===== config.mk =====
export PLATFORM = sky130hd
export DESIGN_NAME = vtg_lfsr_timing
export DESIGN_NICKNAME = d
export VERILOG_FILES = /design/src/rtl/lfsr_vtg_pkg.sv /design/src/rtl/vtg_lfsr_axis.sv /design/src/rtl/vtg_window.sv /design/src/rtl/vtg_lfsr_timing.sv
export SDC_FILE = /design/constraint.sdc
export NUM_CORES = 1
export LEC_CHECK = 0
export BUFFER_PORTS_ARGS = -buffer_cell sky130_fd_sc_hd__buf_2
export CAP_MARGIN = 20
export CELL_PAD_IN_SITES_DETAIL_PLACEMENT = 1
export CELL_PAD_IN_SITES_GLOBAL_PLACEMENT = 2
export CORE_MARGIN = 2
export CORE_UTILIZATION = 25
export CTS_CLUSTER_DIAMETER = 120
export CTS_CLUSTER_SIZE = 10
export DETAILED_ROUTE_END_ITERATION = 8
export HOLD_SLACK_MARGIN = 0.08
export PLACE_DENSITY_LB_ADDON = 0.08
export SYNTH_ARGS = -nofsm -noshare
export SYNTH_HDL_FRONTEND = slang
export SYNTH_SLANG_ARGS = --single-unit

===== constraint.sdc =====
create_clock -name clk -period 2.6 [get_ports clk]
set_clock_uncertainty 0.1 [all_clocks]
set_input_delay 0.52 -clock clk [delete_from_list [all_inputs] [get_ports clk]]
set_output_delay 0.52 -clock clk [all_outputs]
set_load 0.01 [all_outputs]

===== src/rtl/lfsr_vtg_pkg.sv =====
package lfsr_vtg_pkg;

  typedef enum logic [1:0] {
    MODE_SHOW  = 2'b00,
    MODE_BLANK = 2'b01,
    MODE_DARK  = 2'b10,
    MODE_DARK2 = 2'b11
  } vid_mode_e;

  // One left-shift step of a Fibonacci LFSR of up to 32 bits.
  function automatic logic [31:0] lfsr_next(input logic [31:0] cur,
                                            input logic [31:0] taps,
                                            input int unsigned width);
    logic [31:0] mask;
    logic        fb;
    mask = (width >= 32) ? 32'hFFFF_FFFF : ((32'd1 << width) - 32'd1);
    fb   = ^(cur & taps & mask);
    return ((cur << 1) | {31'd0, fb}) & mask;
  endfunction

endpackage


===== src/rtl/vtg_lfsr_axis.sv =====
module vtg_lfsr_axis #(
  parameter int unsigned    W          = 16,
  parameter logic [W-1:0]   TAPS       = W'('h8016),
  parameter logic [W-1:0]   SEED       = '1,
  parameter bit             WRAP_AHEAD = 1'b0
) (
  input  logic         clk,
  input  logic         rst_n,
  input  logic         run,
  input  logic         adv,
  input  logic [W-1:0] end_code,
  output logic [W-1:0] state_o,
  output logic [W-1:0] next_o,
  output logic         wrap_o
);

  logic [W-1:0] state_q;
  logic [W-1:0] stepped;
  logic [31:0]  step32;
  logic         at_end;

  assign step32  = lfsr_vtg_pkg::lfsr_next(32'(state_q), 32'(TAPS), W);
  assign stepped = step32[W-1:0];

  generate
    if (WRAP_AHEAD) begin : g_ahead
      // the end code itself is never held: reload instead of reaching it
      assign at_end = (stepped == end_code);
    end else begin : g_here
      // the end code is the last held position
      assign at_end = (state_q == end_code);
    end
  endgenerate

  assign next_o  = at_end ? SEED : stepped;
  assign wrap_o  = run & adv & at_end;
  assign state_o = state_q;

  always_ff @(posedge clk) begin
    if (!rst_n)      state_q <= SEED;
    else if (!run)   state_q <= SEED;
    else if (adv)    state_q <= next_o;
  end

endmodule


===== src/rtl/vtg_window.sv =====
module vtg_window #(
  parameter int unsigned  W    = 16,
  parameter logic [W-1:0] SEED = '1
) (
  input  logic         clk,
  input  logic         rst_n,
  input  logic         run,
  input  logic         adv,
  input  logic [W-1:0] pos_next,
  input  logic [W-1:0] start_code,
  input  logic [W-1:0] stop_code,
  output logic         active_o
);

  logic flag_q;

  always_ff @(posedge clk) begin
    if (!rst_n) begin
      flag_q <= 1'b0;
    end else if (!run) begin
      // prime for the origin so a window opening at step 0 is seen at once
      flag_q <= (start_code == SEED) && (stop_code != SEED);
    end else if (adv) begin
      if (pos_next == stop_code)       flag_q <= 1'b0;
      else if (pos_next == start_code) flag_q <= 1'b1;
    end
  end

  assign active_o = flag_q;

endmodule


===== src/rtl/vtg_lfsr_timing.sv =====
module vtg_lfsr_timing #(
  parameter int unsigned  W    = 16,
  parameter logic [W-1:0] TAPS = W'('h8016),
  parameter logic [W-1:0] SEED = '1
) (
  input  logic         clk,
  input  logic         rst_n,
  input  logic         enable,
  input  logic [1:0]   mode,
  input  logic [W-1:0] h_end_code,
  input  logic [W-1:0] hs_start_code,
  input  logic [W-1:0] hs_stop_code,
  input  logic [W-1:0] hde_start_code,
  input  logic [W-1:0] hde_stop_code,
  input  logic [W-1:0] v_end_code,
  input  logic [W-1:0] vs_start_code,
  input  logic [W-1:0] vs_stop_code,
  input  logic [W-1:0] vde_start_code,
  input  logic [W-1:0] vde_stop_code,
  output logic         hsync,
  output logic         vsync,
  output logic         de,
  output logic         frame_start
);
  import lfsr_vtg_pkg::*;

  localparam int unsigned NWIN     = 2;  // per axis: sync, active
  localparam int unsigned WIN_SYNC = 0;
  localparam int unsigned WIN_ACT  = 1;

  // named internal events (observed by the bound checker)
  logic [W-1:0] h_state, h_next;
  logic [W-1:0] v_state, v_next;
  logic         h_wrap, v_wrap;
  logic [NWIN-1:0] h_win, v_win;

  logic [W-1:0] h_start [NWIN];
  logic [W-1:0] h_stop  [NWIN];
  logic [W-1:0] v_start [NWIN];
  logic [W-1:0] v_stop  [NWIN];

  assign h_start[WIN_SYNC] = hs_start_code;
  assign h_stop [WIN_SYNC] = hs_stop_code;
  assign h_start[WIN_ACT]  = hde_start_code;
  assign h_stop [WIN_ACT]  = hde_stop_code;
  assign v_start[WIN_SYNC] = vs_start_code;
  assign v_stop [WIN_SYNC] = vs_stop_code;
  assign v_start[WIN_ACT]  = vde_start_code;
  assign v_stop [WIN_ACT]  = vde_stop_code;

  vtg_lfsr_axis #(.W(W), .TAPS(TAPS), .SEED(SEED), .WRAP_AHEAD(1'b0)) u_h_axis (
    .clk(clk), .rst_n(rst_n), .run(enable), .adv(1'b1),
    .end_code(h_end_code), .state_o(h_state), .next_o(h_next), .wrap_o(h_wrap)
  );

  vtg_lfsr_axis #(.W(W), .TAPS(TAPS), .SEED(SEED), .WRAP_AHEAD(1'b1)) u_v_axis (
    .clk(clk), .rst_n(rst_n), .run(enable), .adv(h_wrap),
    .end_code(v_end_code), .state_o(v_state), .next_o(v_next), .wrap_o(v_wrap)
  );

  generate
    for (genvar i = 0; i < NWIN; i++) begin : g_win
      vtg_window #(.W(W), .SEED(SEED)) u_hw (
        .clk(clk), .rst_n(rst_n), .run(enable), .adv(1'b1),
        .pos_next(h_next), .start_code(h_start[i]), .stop_code(h_stop[i]),
        .active_o(h_win[i])
      );
      vtg_window #(.W(W), .SEED(SEED)) u_vw (
        .clk(clk), .rst_n(rst_n), .run(enable), .adv(h_wrap),
        .pos_next(v_next), .start_code(v_start[i]), .stop_code(v_stop[i]),
        .active_o(v_win[i])
      );
    end
  endgenerate

  vid_mode_e mode_e;
  logic      syncs_on, pixels_on, at_origin;

  assign mode_e    = vid_mode_e'(mode);
  assign syncs_on  = enable && (mode_e == MODE_SHOW || mode_e == MODE_BLANK);
  assign pixels_on = enable && (mode_e == MODE_SHOW);
  assign at_origin = (h_state == SEED) && (v_state == SEED);

  assign hsync       = syncs_on  & h_win[WIN_SYNC];
  assign vsync       = syncs_on  & v_win[WIN_SYNC];
  assign de          = pixels_on & h_win[WIN_ACT] & v_win[WIN_ACT];
  assign frame_start = enable & at_origin;

endmodule


==> run summary, run 1 <==
leakage power -> 3.16 nW
total power per unit cell area -> 235 nW/um^2
largest cells by area after synthesis -> dfxtp_1 14%, xor2_1 13%, nand2_1 5.5%
Critical Path, Cell by Cell -> buf_2 -> xor2_2 -> nor4_4 -> and4_4 -> buf_12 -> buf_4 -> a21oi_1 -> a21oi_2 -> o2111ai_2 -> nor4_2 -> buf_4 -> a211oi_2
detailed placer's ending HPWL -> 22100 um
most frequent cells in the layout -> 168 x buf_2, 92 x buf_4, 77 x nand2_1, 69 x xor2_1, 39 x nand4_1
Worst R2R Start -> u_v_axis.state_o[7]$_SDFFE_PN1P_
CP endpoint -> g_win[1].u_vw.active_o$_SDFFE_PN0P_
asr flop ratio synth -> 0%
number of buffers on the longest clock path -> 2
Worst R2R Setup Slack -> -0.17 ns
Syn Inst Count -> 765
drt wl/cell -> 22.3 um
hold_buf cts -> 0
total iterations of the first detailed-routing run -> 5
run status -> finished, violations left
FF-to-FF End -> g_win[1].u_vw.active_o$_SDFFE_PN0P_
worst-skew pair later-pin latency -> 0.29 ns
largest area contributor in the netlist -> dfxtp_1
Area Growth Syn to Fin -> 48.0%
R2R depth -> 11
Crit path top cell by count -> buf_4
startpoint types -> input pin
routed via count -> 7087
Layout Cells excl Fill -> 1269
commonest non-fill, non-tap cell in the layout -> buf_2
Synth warnings -> 0
CP peak stage delay -> 0.46 ns
Final #Nets -> 1158
Worst EP required -> 2.67 ns
relative slew slack -> 60.1%
gr usage total -> 24.5%
number of CTS-inserted buffers -> 5
Root Buffer -> clkbuf_16
WP buf/inv -> 4
distinct cell type count of the synthesized netlist -> 63
Max Clk Rate -> 0.359 GHz
number of remaining DRC errors -> 0
Total Routed Length -> 28200 um
synthesized area per cell -> 6.86 um^2
CTS tree -> built
Period Utilization, post-route -> 107%
CP Launch Point -> v_end_code[1]
flip-flop and latch area -> 749 um^2
Antenna diodes -> 0
io pins -> 169
CTS sink cnt -> 36
RSZ-0062 raised after global routing -> true
initial antenna violation count -> 0
Antenna Nets Post-Route -> 0
Crit path depth -> 12
total grt overflow -> 0
global-route wire length before repair -> 41900 um
EDFF count, synth -> 0
# Max-Cap Violations -> 0
placed cells -> 1244
Worst Hold Class -> register to register
Setup WS pre-CTS -> -0.770 ns
Synth Flop Type -> dfxtp_1
core area -> 20800 um^2
number of DRC markers in iteration 0 -> 458
final setup violating endpoints -> 2
failing checks -> setup timing
Final min period -> 2.79 ns
Fillers -> 2632
Synth Cell Area -> 5250 um^2
syn_nets -> 930
PortBufs -> 168
Yosys reg bits -> 36
die boundary width -> 149 um
number of global-route vias before repair -> 7340
num rows -> 53
overall power -> 1.83 mW
Initial Util -> 25.2%
worst vdd ir -> 0.298 mV
max-slew violation count -> 0
height of the die -> 149 um
kind of critical path -> input pin to register
clock transition at the registers of the reported paths -> 0.07 ns
Fin Hold WS -> 0.507 ns
Multi-input gate area -> 4500 um^2
Worst Tran Pin Value -> 0.590 ns
largest net degree at the start of global routing -> 38
final hold violations -> 0
layout cells sized above 1 -> 38.0%
post-route core utilization -> 37.3%
crit path capture type -> register
Placer Congestion -> 0.886
die footprint -> 22200 um^2
H-tree Lvls -> 2
CP Data Arrival Time -> 2.86 ns
CP top delay family -> simple AND/OR/NAND/NOR gates
Seq/Total Area, Yosys -> 13.7%
CP max FO -> 12
Vias/cell -> 5.58
smallest setup slack after layout -> -0.187 ns
post-synth top area share -> 13.7%
slowest CP cell -> nor4_4
[registers in the layout, indices dropped and copies added, names as in the netlist]
register,cells
u_h_axis.state_o,16
u_v_axis.state_o,16
g_win.u_hw.active_o,2
g_win.u_vw.active_o,2
[logic make-up (layout without fill, tap and decap cells)]
kind of cell | count (synthesis) | in the layout | share of synthesized area, %
xor+xnor | 85 | 85 | 15.1
flops | 36 | 36 | 13.7
simple gates | 323 | 323 | 32.7
buf+inv | 92 | 321 | 7.18
compound gates | 212 | 212 | 28.0
mux | 17 | 17 | 3.29
[cell usage after synthesis (25+ instances only)]
library cell  instances
nand4_1              39
a31oi_1              32
nand3_1              28
nor3_1               25
dfxtp_1              36
o211ai_1             26
inv_1                25
o21ai_0              37
nor4_1               37
clkbuf_1             44
or3_1                37
a21oi_1              29
nor2_1               28
xor2_1               76
nand2_1              77
[layer usage]
metal / wire [um] / part of all wire [%] / track usage [%]
met4: 295 / 1.0 / 3.67
met5: 0 / 0 / 0
met1: 12900 / 46 / 33.8
met2: 13100 / 47 / 40.5
met3: 1930 / 6.8 / 4.68
[worst min path at each step]
stage | from | cells after the start | slack [ns] | endpoint
global route | g_win[1].u_vw.active_o$_SDFFE_PN0P_ | 2 | 0.55 | g_win[1].u_vw.active_o$_SDFFE_PN0P_
detailed placement | g_win[1].u_vw.active_o$_SDFFE_PN0P_ | 2 | 0.47 | g_win[1].u_vw.active_o$_SDFFE_PN0P_
floorplan | u_v_axis.state_o[15]$_SDFFE_PN1P_ | 2 | 0.40 | u_v_axis.state_o[15]$_SDFFE_PN1P_
CTS | g_win[1].u_vw.active_o$_SDFFE_PN0P_ | 2 | 0.48 | g_win[1].u_vw.active_o$_SDFFE_PN0P_
finish | g_win[0].u_hw.active_o$_SDFFE_PN0P_ | 2 | 0.51 | g_win[0].u_hw.active_o$_SDFFE_PN0P_
global placement | g_win[1].u_vw.active_o$_SDFFE_PN0P_ | 2 | 0.45 | g_win[1].u_vw.active_o$_SDFFE_PN0P_
[where the power goes]
group | internal (mW) | switching (mW)
clock network | 0.456 | 0.275
logic | 0.226 | 0.313
registers | 0.551 | 0.00368
total | 1.23 | 0.592
[final cells by class]
| cell class | count | share of cell area, % |
|---|---|---|
| Inverter | 26 | 1.26 |
| Tap cell | 275 | 4.43 |
| Sequential cell | 36 | 9.65 |
| Multi-Input combinational cell | 637 | 58.0 |
| Clock inverter | 3 | 0.596 |
| Timing Repair Buffer | 287 | 24.5 |
| Clock buffer | 5 | 1.61 |
[per-stage QoR]
| step | cell area, um^2 | TNS, ns |
|---|---|---|
| after floorplan | 5250 | 0 |
| after global placement | 6970 | -3.80 |
| after detailed placement | 6970 | -4.47 |
| after CTS | 7350 | -0.194 |
| after global routing | 7760 | -0.485 |
| final | 7760 | -0.280 |
[worst reg2reg max path, delay by kind of cell, from the launching register on]
family          cells  cell delay [ns]
buf+inv             3             0.42
xor+xnor            1             0.18
flops               1             0.34
simple gates        3             1.09
compound gates      4             0.52
[timing repair]
action / 4_1_cts / 5_1_grt
resized for setup: 39 / 68
endpoints found under the setup margin: 8 / 5
cloned: 0 / 1
pin swaps: 8 / 33
setup buffers: 3 / 13
Note: power is estimated with default switching activity, not from simulation.
==> run 2: changes to the inputs <==
Settings changed: CORE_UTILIZATION 25 to 23, SETUP_SLACK_MARGIN set to 0.1, SYNTH_HIERARCHICAL set to 1.
==> run summary, run 2 <==
leakage power -> 2.39 nW
hold_buf cts -> 0
CP max FO -> 5
Root Buffer -> clkbuf_16
layout cells sized above 1 -> 48.6%
total grt overflow -> 0
height of the die -> 130 um
io pins -> 169
Placer Congestion -> 0.914
max-slew violation count -> 0
Vias/cell -> 4.78
Synth Cell Area -> 3630 um^2
synthesized area per cell -> 8.13 um^2
startpoint types -> register
RSZ-0062 raised after global routing -> true
gr usage total -> 19.1%
CTS sink cnt -> 36
failing checks -> setup timing
core area -> 15300 um^2
number of global-route vias before repair -> 4582
relative slew slack -> 53.0%
Initial Util -> 23.7%
Fin Hold WS -> 0.396 ns
number of remaining DRC errors -> 0
commonest non-fill, non-tap cell in the layout -> buf_2
PortBufs -> 168
final setup violating endpoints -> 1
Syn Inst Count -> 447
drt wl/cell -> 18.1 um
Final min period -> 2.61 ns
detailed placer's ending HPWL -> 13700 um
number of buffers on the longest clock path -> 2
Total Routed Length -> 16500 um
setup TNS -> -0.0107 ns
Worst EP required -> 2.68 ns
CTS tree -> built
clock transition at the registers of the reported paths -> 0.07 ns
worst vdd ir -> 0.209 mV
kind of critical path -> register to register
largest net degree at the start of global routing -> 22
Final #Nets -> 865
Antenna Nets Post-Route -> 0
CP peak stage delay -> 0.32 ns
number of CTS-inserted buffers -> 5
Worst Hold Class -> register to register
total power per unit cell area -> 261 nW/um^2
global-route wire length before repair -> 24800 um
die boundary width -> 130 um
Max Clk Rate -> 0.383 GHz
num rows -> 45
Fillers -> 1872
Synth warnings -> 6
run status -> finished, violations left
Area Growth Syn to Fin -> 63.7%
Critical Path, Cell by Cell -> xor2_1 -> nor4_2 -> nand4_1 -> buf_4 -> o21ai_1 -> buf_4 -> xor2_1 -> nor4_1 -> nand4_1 -> o211ai_1 -> o21ai_1
CP Data Arrival Time -> 2.69 ns
Worst R2R Setup Slack -> -0.01 ns
slowest CP cell -> dfxtp_1
routed via count -> 4363
most frequent cells in the layout -> 168 x buf_2, 86 x xor2_1, 71 x xnor2_1, 66 x buf_4, 53 x nand4_1
smallest setup slack after layout -> -0.0107 ns
initial antenna violation count -> 0
worst-skew pair later-pin latency -> 0.29 ns
Worst Tran Pin Value -> 0.703 ns
final hold violations -> 0
number of DRC markers in iteration 0 -> 212
die footprint -> 16800 um^2
H-tree Lvls -> 2
total iterations of the first detailed-routing run -> 4
Antenna diodes -> 0
Period Utilization, post-route -> 100%
# Max-Cap Violations -> 0
crit path capture type -> register
-- run 2: what timing repair did --
action / in CTS / in global routing
buffers inserted: 9 / 10
resized for setup: 36 / 56
cloned: 1 / 1
pin swaps: 20 / 41
endpoints found under the hold margin: 0 / 0
endpoints found under the setup margin: 4 / 5
-- run 2: where the power goes --
group          switching [mW]  internal, mW  total (mW)
combinational           0.193         0.189       0.382
sequential           0.000732         0.547       0.548
clock                   0.265         0.357       0.622
total                   0.459          1.09        1.55
-- run 2: layout make-up --
type	instances	area, um^2	share of cell area (%)
inverters	15	56.3	0.947
multi-input cells	391	3090	52.0
flip-flops and latches	36	751	12.6
well taps	211	264	4.44
repair buffers	251	1640	27.5
clock buffers	5	125	2.10
clock inverters	3	21.3	0.358
-- run 2: routing by layer --
metal	global-route usage (%)	share of wire, %
met3	2.11	4.4
met4	3.42	1.1
met5	0	0
met1	24.0	44
met2	35.3	51
-- run 2: final timing paths --
path                                       startpoint                                   to  cells past startpoint
setup reg to reg    u_v_axis/state_o[10]$_SDFFE_PN1P_  g_win[0].u_vw/active_o$_SDFFE_PN0P_                     11
setup / recovery    u_v_axis/state_o[10]$_SDFFE_PN1P_  g_win[0].u_vw/active_o$_SDFFE_PN0P_                     11
hold reg to reg   g_win[0].u_hw/active_o$_SDFFE_PN0P_  g_win[0].u_hw/active_o$_SDFFE_PN0P_                      2
hold / removal    g_win[0].u_hw/active_o$_SDFFE_PN0P_  g_win[0].u_hw/active_o$_SDFFE_PN0P_                      2
-- run 2: worst max-delay path, delay by kind of cell (launching register included) --
family          cells  cell delay [ns]
flops               1             0.32
buf+inv             2             0.40
xor+xnor            2             0.25
simple gates        4             1.00
compound gates      3             0.44
-- run 2: through the flow --
stage	instances	cell area, um^2	setup slack [ns]	power [mW]	util [%]
floorplan	453	3660	0.110	0.704	-
global placement	883	5240	-0.562	0.923	34.2
detailed placement	883	5240	-0.539	0.928	34.2
CTS	901	5630	-0.0369	1.56	36.8
global route	912	5950	-0.150	1.63	38.8
finish	912	5950	-0.0107	1.55	38.8
